===== config.mk =====
export PLATFORM = sky130hd
export DESIGN_NAME = cbt_unit
export DESIGN_NICKNAME = d
export VERILOG_FILES = /design/src/rtl/cbt_unit.sv
export SDC_FILE = /design/constraint.sdc
export NUM_CORES = 1
export LEC_CHECK = 0
export ABC_AREA = 1
export CORE_ASPECT_RATIO = 0.7
export CORE_UTILIZATION = 43
export CTS_BUF_LIST = sky130_fd_sc_hd__clkbuf_4
export DETAILED_ROUTE_END_ITERATION = 12
export PLACE_DENSITY = 0.8
export SLEW_MARGIN = 40
export SYNTH_ARGS = -nofsm -noshare
export SYNTH_HDL_FRONTEND = slang
export SYNTH_SLANG_ARGS = --single-unit
export TNS_END_PERCENT = 10

===== constraint.sdc =====
create_clock -name clk -period 1.8 [get_ports clk]
set_clock_uncertainty 0.1 [all_clocks]
set_input_delay 0.36 -clock clk [delete_from_list [all_inputs] [get_ports clk]]
set_output_delay 0.36 -clock clk [all_outputs]
set_load 0.005 [all_outputs]

===== src/rtl/cbt_unit.sv =====
module cbt_unit #(
  parameter int PC_W  = 14,
  parameter int OFF_W = 11,
  parameter int BNK_W = 2,
  parameter int SEL_W = 9,
  parameter int FLG_W = 6,
  parameter int SO_W  = 16
) (
  input  logic             clk,
  input  logic             rst_n,
  input  logic             insn_vld,
  input  logic [SEL_W-1:0] cond_sel,
  input  logic [OFF_W-1:0] page_off,
  input  logic [BNK_W-1:0] bank,
  input  logic [FLG_W-1:0] flg_a,
  input  logic [FLG_W-1:0] flg_b,
  input  logic [3:0]       dp_lo,
  input  logic             rqm,
  input  logic [SO_W-1:0]  srl_out,
  output logic [PC_W-1:0]  pc_q
);
  localparam int FIX_W = PC_W - OFF_W - BNK_W;

  logic [PC_W-1:0]  tgt, seq_pc, pc_d;
  logic [FLG_W-1:0] fsel;
  logic             fbit, take, is_so;
  logic [2:0]       fidx;

  assign tgt    = {pc_q[PC_W-1 -: FIX_W], bank, page_off};
  assign seq_pc = pc_q + 1'b1;
  assign fsel   = cond_sel[2] ? flg_b : flg_a;
  assign fidx   = cond_sel[5:3];
  assign is_so  = (cond_sel == '0);

  // map selector flag index (c,z,ov0,ov1,s0,s1) to packed bit
  always_comb begin
    case (fidx)
      3'd0:    fbit = fsel[3];
      3'd1:    fbit = fsel[2];
      3'd2:    fbit = fsel[0];
      3'd3:    fbit = fsel[1];
      3'd4:    fbit = fsel[4];
      default: fbit = fsel[5];
    endcase
  end

  always_comb begin
    take = 1'b0;
    if (cond_sel >= 9'h080 && cond_sel <= 9'h0AE && !cond_sel[0])
      take = (fbit == cond_sel[1]);
    else case (cond_sel)
      9'h0B0: take = (dp_lo == 4'h0);
      9'h0B1: take = (dp_lo != 4'h0);
      9'h0B2: take = (dp_lo == 4'hF);
      9'h0B3: take = (dp_lo != 4'hF);
      9'h0BC: take = !rqm;
      9'h0BE: take = rqm;
      default: take = 1'b0;
    endcase
  end

  assign pc_d = is_so ? srl_out[PC_W-1:0] : (take ? tgt : seq_pc);

  always_ff @(posedge clk or negedge rst_n)
    if (!rst_n)        pc_q <= '0;
    else if (insn_vld) pc_q <= pc_d;

  assert_hold_R1: assert property (@(posedge clk) disable iff (!rst_n)
    !insn_vld |=> $stable(pc_q));
  assert_so_R3: assert property (@(posedge clk) disable iff (!rst_n)
    insn_vld && cond_sel == '0 |=> pc_q == $past(srl_out[PC_W-1:0]));
  assert_keep_top_R2: assert property (@(posedge clk) disable iff (!rst_n)
    insn_vld && cond_sel != '0 |=> pc_q[PC_W-1] == $past(pc_q[PC_W-1]) ||
      pc_q == $past(pc_q) + 1'b1);
  assert_ack_never_R6: assert property (@(posedge clk) disable iff (!rst_n)
    insn_vld && (cond_sel == 9'h0B4 || cond_sel == 9'h0B6 ||
                 cond_sel == 9'h0B8 || cond_sel == 9'h0BA)
    |=> pc_q == $past(pc_q) + 1'b1);
  assert_rqm_R7: assert property (@(posedge clk) disable iff (!rst_n)
    insn_vld && cond_sel == 9'h0BE && rqm
    |=> pc_q == {$past(pc_q[PC_W-1]), $past(bank), $past(page_off)});
  assert_unassigned_R8: assert property (@(posedge clk) disable iff (!rst_n)
    insn_vld && cond_sel == 9'h1FF |=> pc_q == $past(pc_q) + 1'b1);
endmodule


==> results.toml, run 1 <==
[power]
ir_drop_v = 0.0005105
power.leakage_uw = 0.001437
powerDensity_nw_per_um2 = 600.8

[clocking]
clock_path_buffers = 2
clk_latency_ns = 0.30
cts-htree-levels = 1
cts_tree = "yes"
clkTransAtPathRegs_ns = 0.09
hold_buffers = 0
cts_made_buffers = 3
clock-root-buffer = "clkbuf_4"
clkSinkCount = 14

[synthesis]
synth-seq-area-share = 0.2203
synth_compound_area_frac = 0.06216
ys_types = 29
syn_area_um2 = 1590
yosysWarningCount = 0
synthAdderAreaFrac = 0.007868
synth_mux_area_frac = 0
syn_area_per_cell_um2 = 6.261
synth_fp_nets = 313
ys_ff_latch = 14
yosys.area_share.simple = 0.4831
synthXorXnorAreaFrac = 0.06609
synthCells = 254
synth_top_family_by_area = "simple AND/OR/NAND/NOR gates"

[global_route]
track_usage = 0.2762
grt_overflow = 0
grt_first_pass_wirelength_um = 8128
grt_pass1_vias = 1781
grt_max_degree = 16
antenna_found_initial = 0

[detailed_routing]
remaining_drc_errors = 0
drt_first_pass_iters = 4
initialDrtViolationCount = 125
vias = 1995
ant_nets = 0
wl_per_cell_um = 13.65
avgViaCountPerCell = 5.013
wirelength_um = 5432

[sta]
final-setup-viol-count = 0
whs_ns = 0.2618
period_share = 0.9976
finalCriticalPeriod_ns = 1.796
fmax_mhz = 556.9
grt_setup_unrepaired = "yes"
hold_viol_final = 0
drv_slew = 0
maxSlewHeadroom = 0.7496
worstMarginPinSlew_ns = 0.3728

[run]
max-cap-violations = 0

[cells_and_area]
largest_reg_flops = 14
mostFrequentLayoutCells = "nand2_1, clkdlybuf4s50_1, inv_1, buf_4, nand4_1"
antenna_cells = 0
drive_gt1_frac = 0.2586
finalNetCount = 408
fin_util = 0.7679
regMostFlops = "pc_q"
reg_top3 = "pc_q x14"
fin_cells = 398
final_common_cell = "nand2_1"
syn_to_final_growth_pct = 70.73

[floorplan]
coreArea_um2 = 3536
dieArea_um2 = 3949
fp.dieH_um = 52.88
std_cell_rows = 18
die_x_um = 74.69
io_pins = 72
start_util = 0.4498

[critical_path]
required_ns = 1.90
cp_max_fo = 4
end_kind = "register"
start_kind = "register"
critPathArrivalTime_ns = 1.90
crit_type = "register to register"
r2r_cells = 10

[outcome]
outcome = "completed"

[placement]
finalWeightedCongestion = 0.8950
placed_cells = 387
place.detailed.hpwl_um = 3886
port-buffer-count = 69

[worst_hold_path]
min_path_type = "input pin to async pin"
## layout make-up
class                   count  area [um2]
inverters                  50       195.2
repair buffers             97       955.9
clock buffers               3       22.52
clock inverters             1       3.754
fillers                   273       820.8
multi-input cells         183        1121
well taps                  50       62.56
flip-flops and latches     14       354.1
## cells in the mapped netlist (all sizes together)
cell type,number,area [um2]
dfrtp,14,350.3
a21oi,1,5.000
ha,1,12.51
buf,5,51.29
nand4,17,106.4
inv,50,192.7
xor2,10,87.58
xnor2,2,17.52
nand3,30,222.7
nor4,1,6.260
nor2,18,72.57
and2,1,6.260
clkbuf,3,11.26
or2,1,6.260
o21ai,18,93.84
nand2,78,327.8
nor3,4,20.02
## report_power, final
part / switching, uW / internal [uW] / total, uW / leakage (uW)
combinational: 388 / 495 / 883 / 0.00125
sequential: 140 / 406 / 545 / 0.000176
clock: 122 / 81.1 / 203 / 0.0000154
## logic make-up (layout without fill, tap and decap cells)
kind of cell | count (synthesis) | after routing
AOI/OAI and AO/OA | 19 | 19
xor gates and xnor gates | 12 | 12
adders and majority gates | 1 | 1
buffers and inverters | 58 | 151
DFF | 14 | 14
and+or+nand+nor | 150 | 151
## routing by layer
layer,part of all wire,global-route usage,vias up
li1,-,-,993
met1,0.44,0.3856,887
met2,0.45,0.4459,100
met3,0.091,0.05333,15
met4,0.014,0.04717,0
met5,0,0,-
## worst max-delay path: stages (launching register included)
cell and delay (ns):
dfrtp_1 0.42, buf_6 0.13, nand3_1 0.14, nor2_2 0.23, buf_4 0.14, nand4_1 0.09, xnor2_1 0.16, inv_1 0.06
nand4_1 0.09, nand3_1 0.08, nand2_1 0.05
## what timing repair did
action	CTS	global route
pin swaps	11	29
buffers inserted	2	3
cloned	0	2
resized for setup	26	42
endpoints found under the setup margin	14	20
## metrics by stage
stage	setup TNS, ns	total power [uW]	setup slack [ns]	cell area, um2
after global routing	-0.4315	1752	-0.09045	2715
final	0	1631	0.004323	2715
after floorplan	0	867.3	0.1506	1590
after detailed placement	-7.944	1319	-0.5915	2459
after global placement	-7.030	1299	-0.5284	2459
after CTS	-0.005989	1575	-0.005989	2592
## final timing paths
kind / start / end / slack [ns]
worst max-delay path: pc_q[0]$_DFFE_PN0P_ / pc_q[7]$_DFFE_PN0P_ / 0.004
worst min-delay path: rst_n / pc_q[1]$_DFFE_PN0P_ / 0.26
worst max register to register: pc_q[0]$_DFFE_PN0P_ / pc_q[7]$_DFFE_PN0P_ / 0.004
worst min register to register: pc_q[13]$_DFFE_PN0P_ / pc_q[13]$_DFFE_PN0P_ / 0.45
max in group asynchronous: rst_n / pc_q[2]$_DFFE_PN0P_ / 1.14
min in group clk: cond_sel[5] / pc_q[13]$_DFFE_PN0P_ / 0.45
No activity file was read; power rests on OpenSTA's default activity.
==> inputs of run 2 (changes only) <==
- ABC_CLOCK_PERIOD_IN_PS: not set -> 1800
- CTS_CLUSTER_SIZE: not set -> 25
==> results of run 2 <==
Final layout, timing and power as in run 1 (identical DEF).
==> inputs of run 3 (changes only) <==
- ABC_CLOCK_PERIOD_IN_PS: 1800 -> 1510
- CORE_UTILIZATION: 43 -> 39
- PLACE_DENSITY: 0.8 -> 0.76
- SLEW_MARGIN: 40 -> 20
- clock period: 1.8 -> 1.51 ns (I/O delays scaled with it)
==> results.toml, run 3 (same netlist as run 1, synthesis figures left out) <==
[detailed_routing]
wirelength_um = 5867
vias = 2094
drt_first_pass_iters = 5
ant_nets = 0
remaining_drc_errors = 0
wl_per_cell_um = 14.45
avgViaCountPerCell = 5.158
initialDrtViolationCount = 183

[global_route]
grt_overflow = 0
antenna_found_initial = 0
grt_max_degree = 18
track_usage = 0.2475
grt_first_pass_wirelength_um = 8500
grt_pass1_vias = 1861

[placement]
place.detailed.hpwl_um = 3863
finalWeightedCongestion = 0.8686
port-buffer-count = 69
pre_cts_ws_ns = -0.7949

[cells_and_area]
final_common_cell = "nand2_1"
antenna_cells = 0
drive_gt1_frac = 0.3079
syn_to_final_growth_pct = 79.86
finalNetCount = 415
regMostFlops = "pc_q"
reg_top3 = "pc_q x14"
largest_reg_flops = 14
mostFrequentLayoutCells = "nand2_1, inv_1, clkdlybuf4s50_1, buf_4, nand4_1"
fillerInstances = 290

[floorplan]
dieArea_um2 = 4341
std_cell_rows = 19
coreArea_um2 = 3923
start_util = 0.4054
fp.dieH_um = 55.43
io_pins = 72
die_x_um = 78.32

[critical_path]
required_ns = 1.64
end_kind = "register"
crit_type = "register to register"
start_kind = "register"
crit_chain = "ha_4, nand3_4, nor2_4, buf_4, nand2_1, nor3_2, xor2_1, inv_1, nand4_1, nand3_2, nand2_1"
cp_max_fo = 2
path_delay_family = "simple AND/OR/NAND/NOR gates"
cpMostUsedCell = "nand2_1"
critPathArrivalTime_ns = 1.93
critPathMaxStageDelay_ns = 0.41
critical_path_buf_inv_count = 2
crit_path_top_delay_cell = "dfrtp_1"

[outcome]
violations = "negative setup slack"
outcome = "complete, but fails checks"

[sta]
fin_tns_setup_ns = -2.339
worst_slack_ns = -0.2844
grt_setup_unrepaired = "yes"
maxSlewHeadroom = 0.8107
drv_slew = 0
final-setup-viol-count = 15
finalCriticalPeriod_ns = 1.794
period_share = 1.188
hold_viol_final = 0
fmax_mhz = 557.3
worstMarginPinSlew_ns = 0.2824

[clocking]
clock_path_buffers = 2
cts_tree = "yes"
clock-root-buffer = "clkbuf_4"
clkSinkCount = 14
clkTransAtPathRegs_ns = 0.09
clk_latency_ns = 0.29
cts_made_buffers = 3
hold_buffers = 0
cts-htree-levels = 1

[worst_hold_path]
min_path_type = "input pin to async pin"

[power]
powerDensity_nw_per_um2 = 723.4
power.leakage_uw = 0.001556
ir_drop_v = 0.0005523

[run]
max-cap-violations = 0
-- run 3: cell count changes in the layout (fill, tap and decap cells not counted), sizes merged --
cell           delta
buf               +7
clkdlybuf4s15     +4
clkdlybuf4s50    -20
clkinv            -1
dlygate4sd2      +15
dlymetal6s2s      +1
-- run 3: path summary, 6_finish.rpt --
kind,endpoint,slack [ns],depth (start not counted),startpoint
max,pc_q[10]$_DFFE_PN0P_,-0.28,11,pc_q[0]$_DFFE_PN0P_
min,pc_q[1]$_DFFE_PN0P_,0.22,2,rst_n
max reg2reg,pc_q[10]$_DFFE_PN0P_,-0.28,11,pc_q[0]$_DFFE_PN0P_
min reg2reg,pc_q[13]$_DFFE_PN0P_,0.45,2,pc_q[13]$_DFFE_PN0P_
max in group asynchronous,pc_q[11]$_DFFE_PN0P_,0.91,2,rst_n
min in group clk,pc_q[13]$_DFFE_PN0P_,0.45,2,pc_q[13]$_DFFE_PN0P_
-- run 3: per-stage QoR --
| stage | cells | instance area (um2) | hold slack (ns) | power, uW | utilization |
|---|---|---|---|---|---|
| global placement | 394 | 2536 | 0.4349 | 1638 | 0.6466 |
| finish | 406 | 2860 | 0.2157 | 2069 | 0.7292 |
| global route | 406 | 2860 | 0.2245 | 2210 | 0.7292 |
| CTS | 400 | 2674 | 0.2289 | 1935 | 0.6817 |
| floorplan | 254 | 1590 | -0.09359 | 1034 | - |
| detailed placement | 394 | 2536 | 0.4351 | 1649 | 0.6466 |
-- run 3: layout make-up --
class,count,area (um2),share of cell area
timing repair buffer,104,1042,0.3644
inverter,50,192.7,0.06737
clock buffer,3,22.52,0.007874
tap,52,65.06,0.02275
multi-input combinational,183,1185,0.4143
sequential,14,352.8,0.1234
-- run 3: per-layer routing --
layer | share of wire | GRT usage | vias up
met5 | 0 | 0 | -
met4 | 0.028 | 0.03704 | 0
met3 | 0.069 | 0.04463 | 24
met2 | 0.46 | 0.3897 | 106
met1 | 0.44 | 0.3594 | 958
li1 | - | - | 1006
-- run 3: timing repair --
| item | in CTS | in global routing |
|---|---|---|
| setup endpoints to repair | 28 | 21 |
| buffers inserted | 3 | 4 |
| endpoints found under the hold margin | 0 | 0 |
| resized for setup | 55 | 52 |
| pin swaps | 15 | 37 |
| gates cloned | 0 | 2 |
-- run 3: report_power, final --
group	switching, uW	internal [uW]
Combinational	609	657
Sequential	101	479
Clock	131	92.7
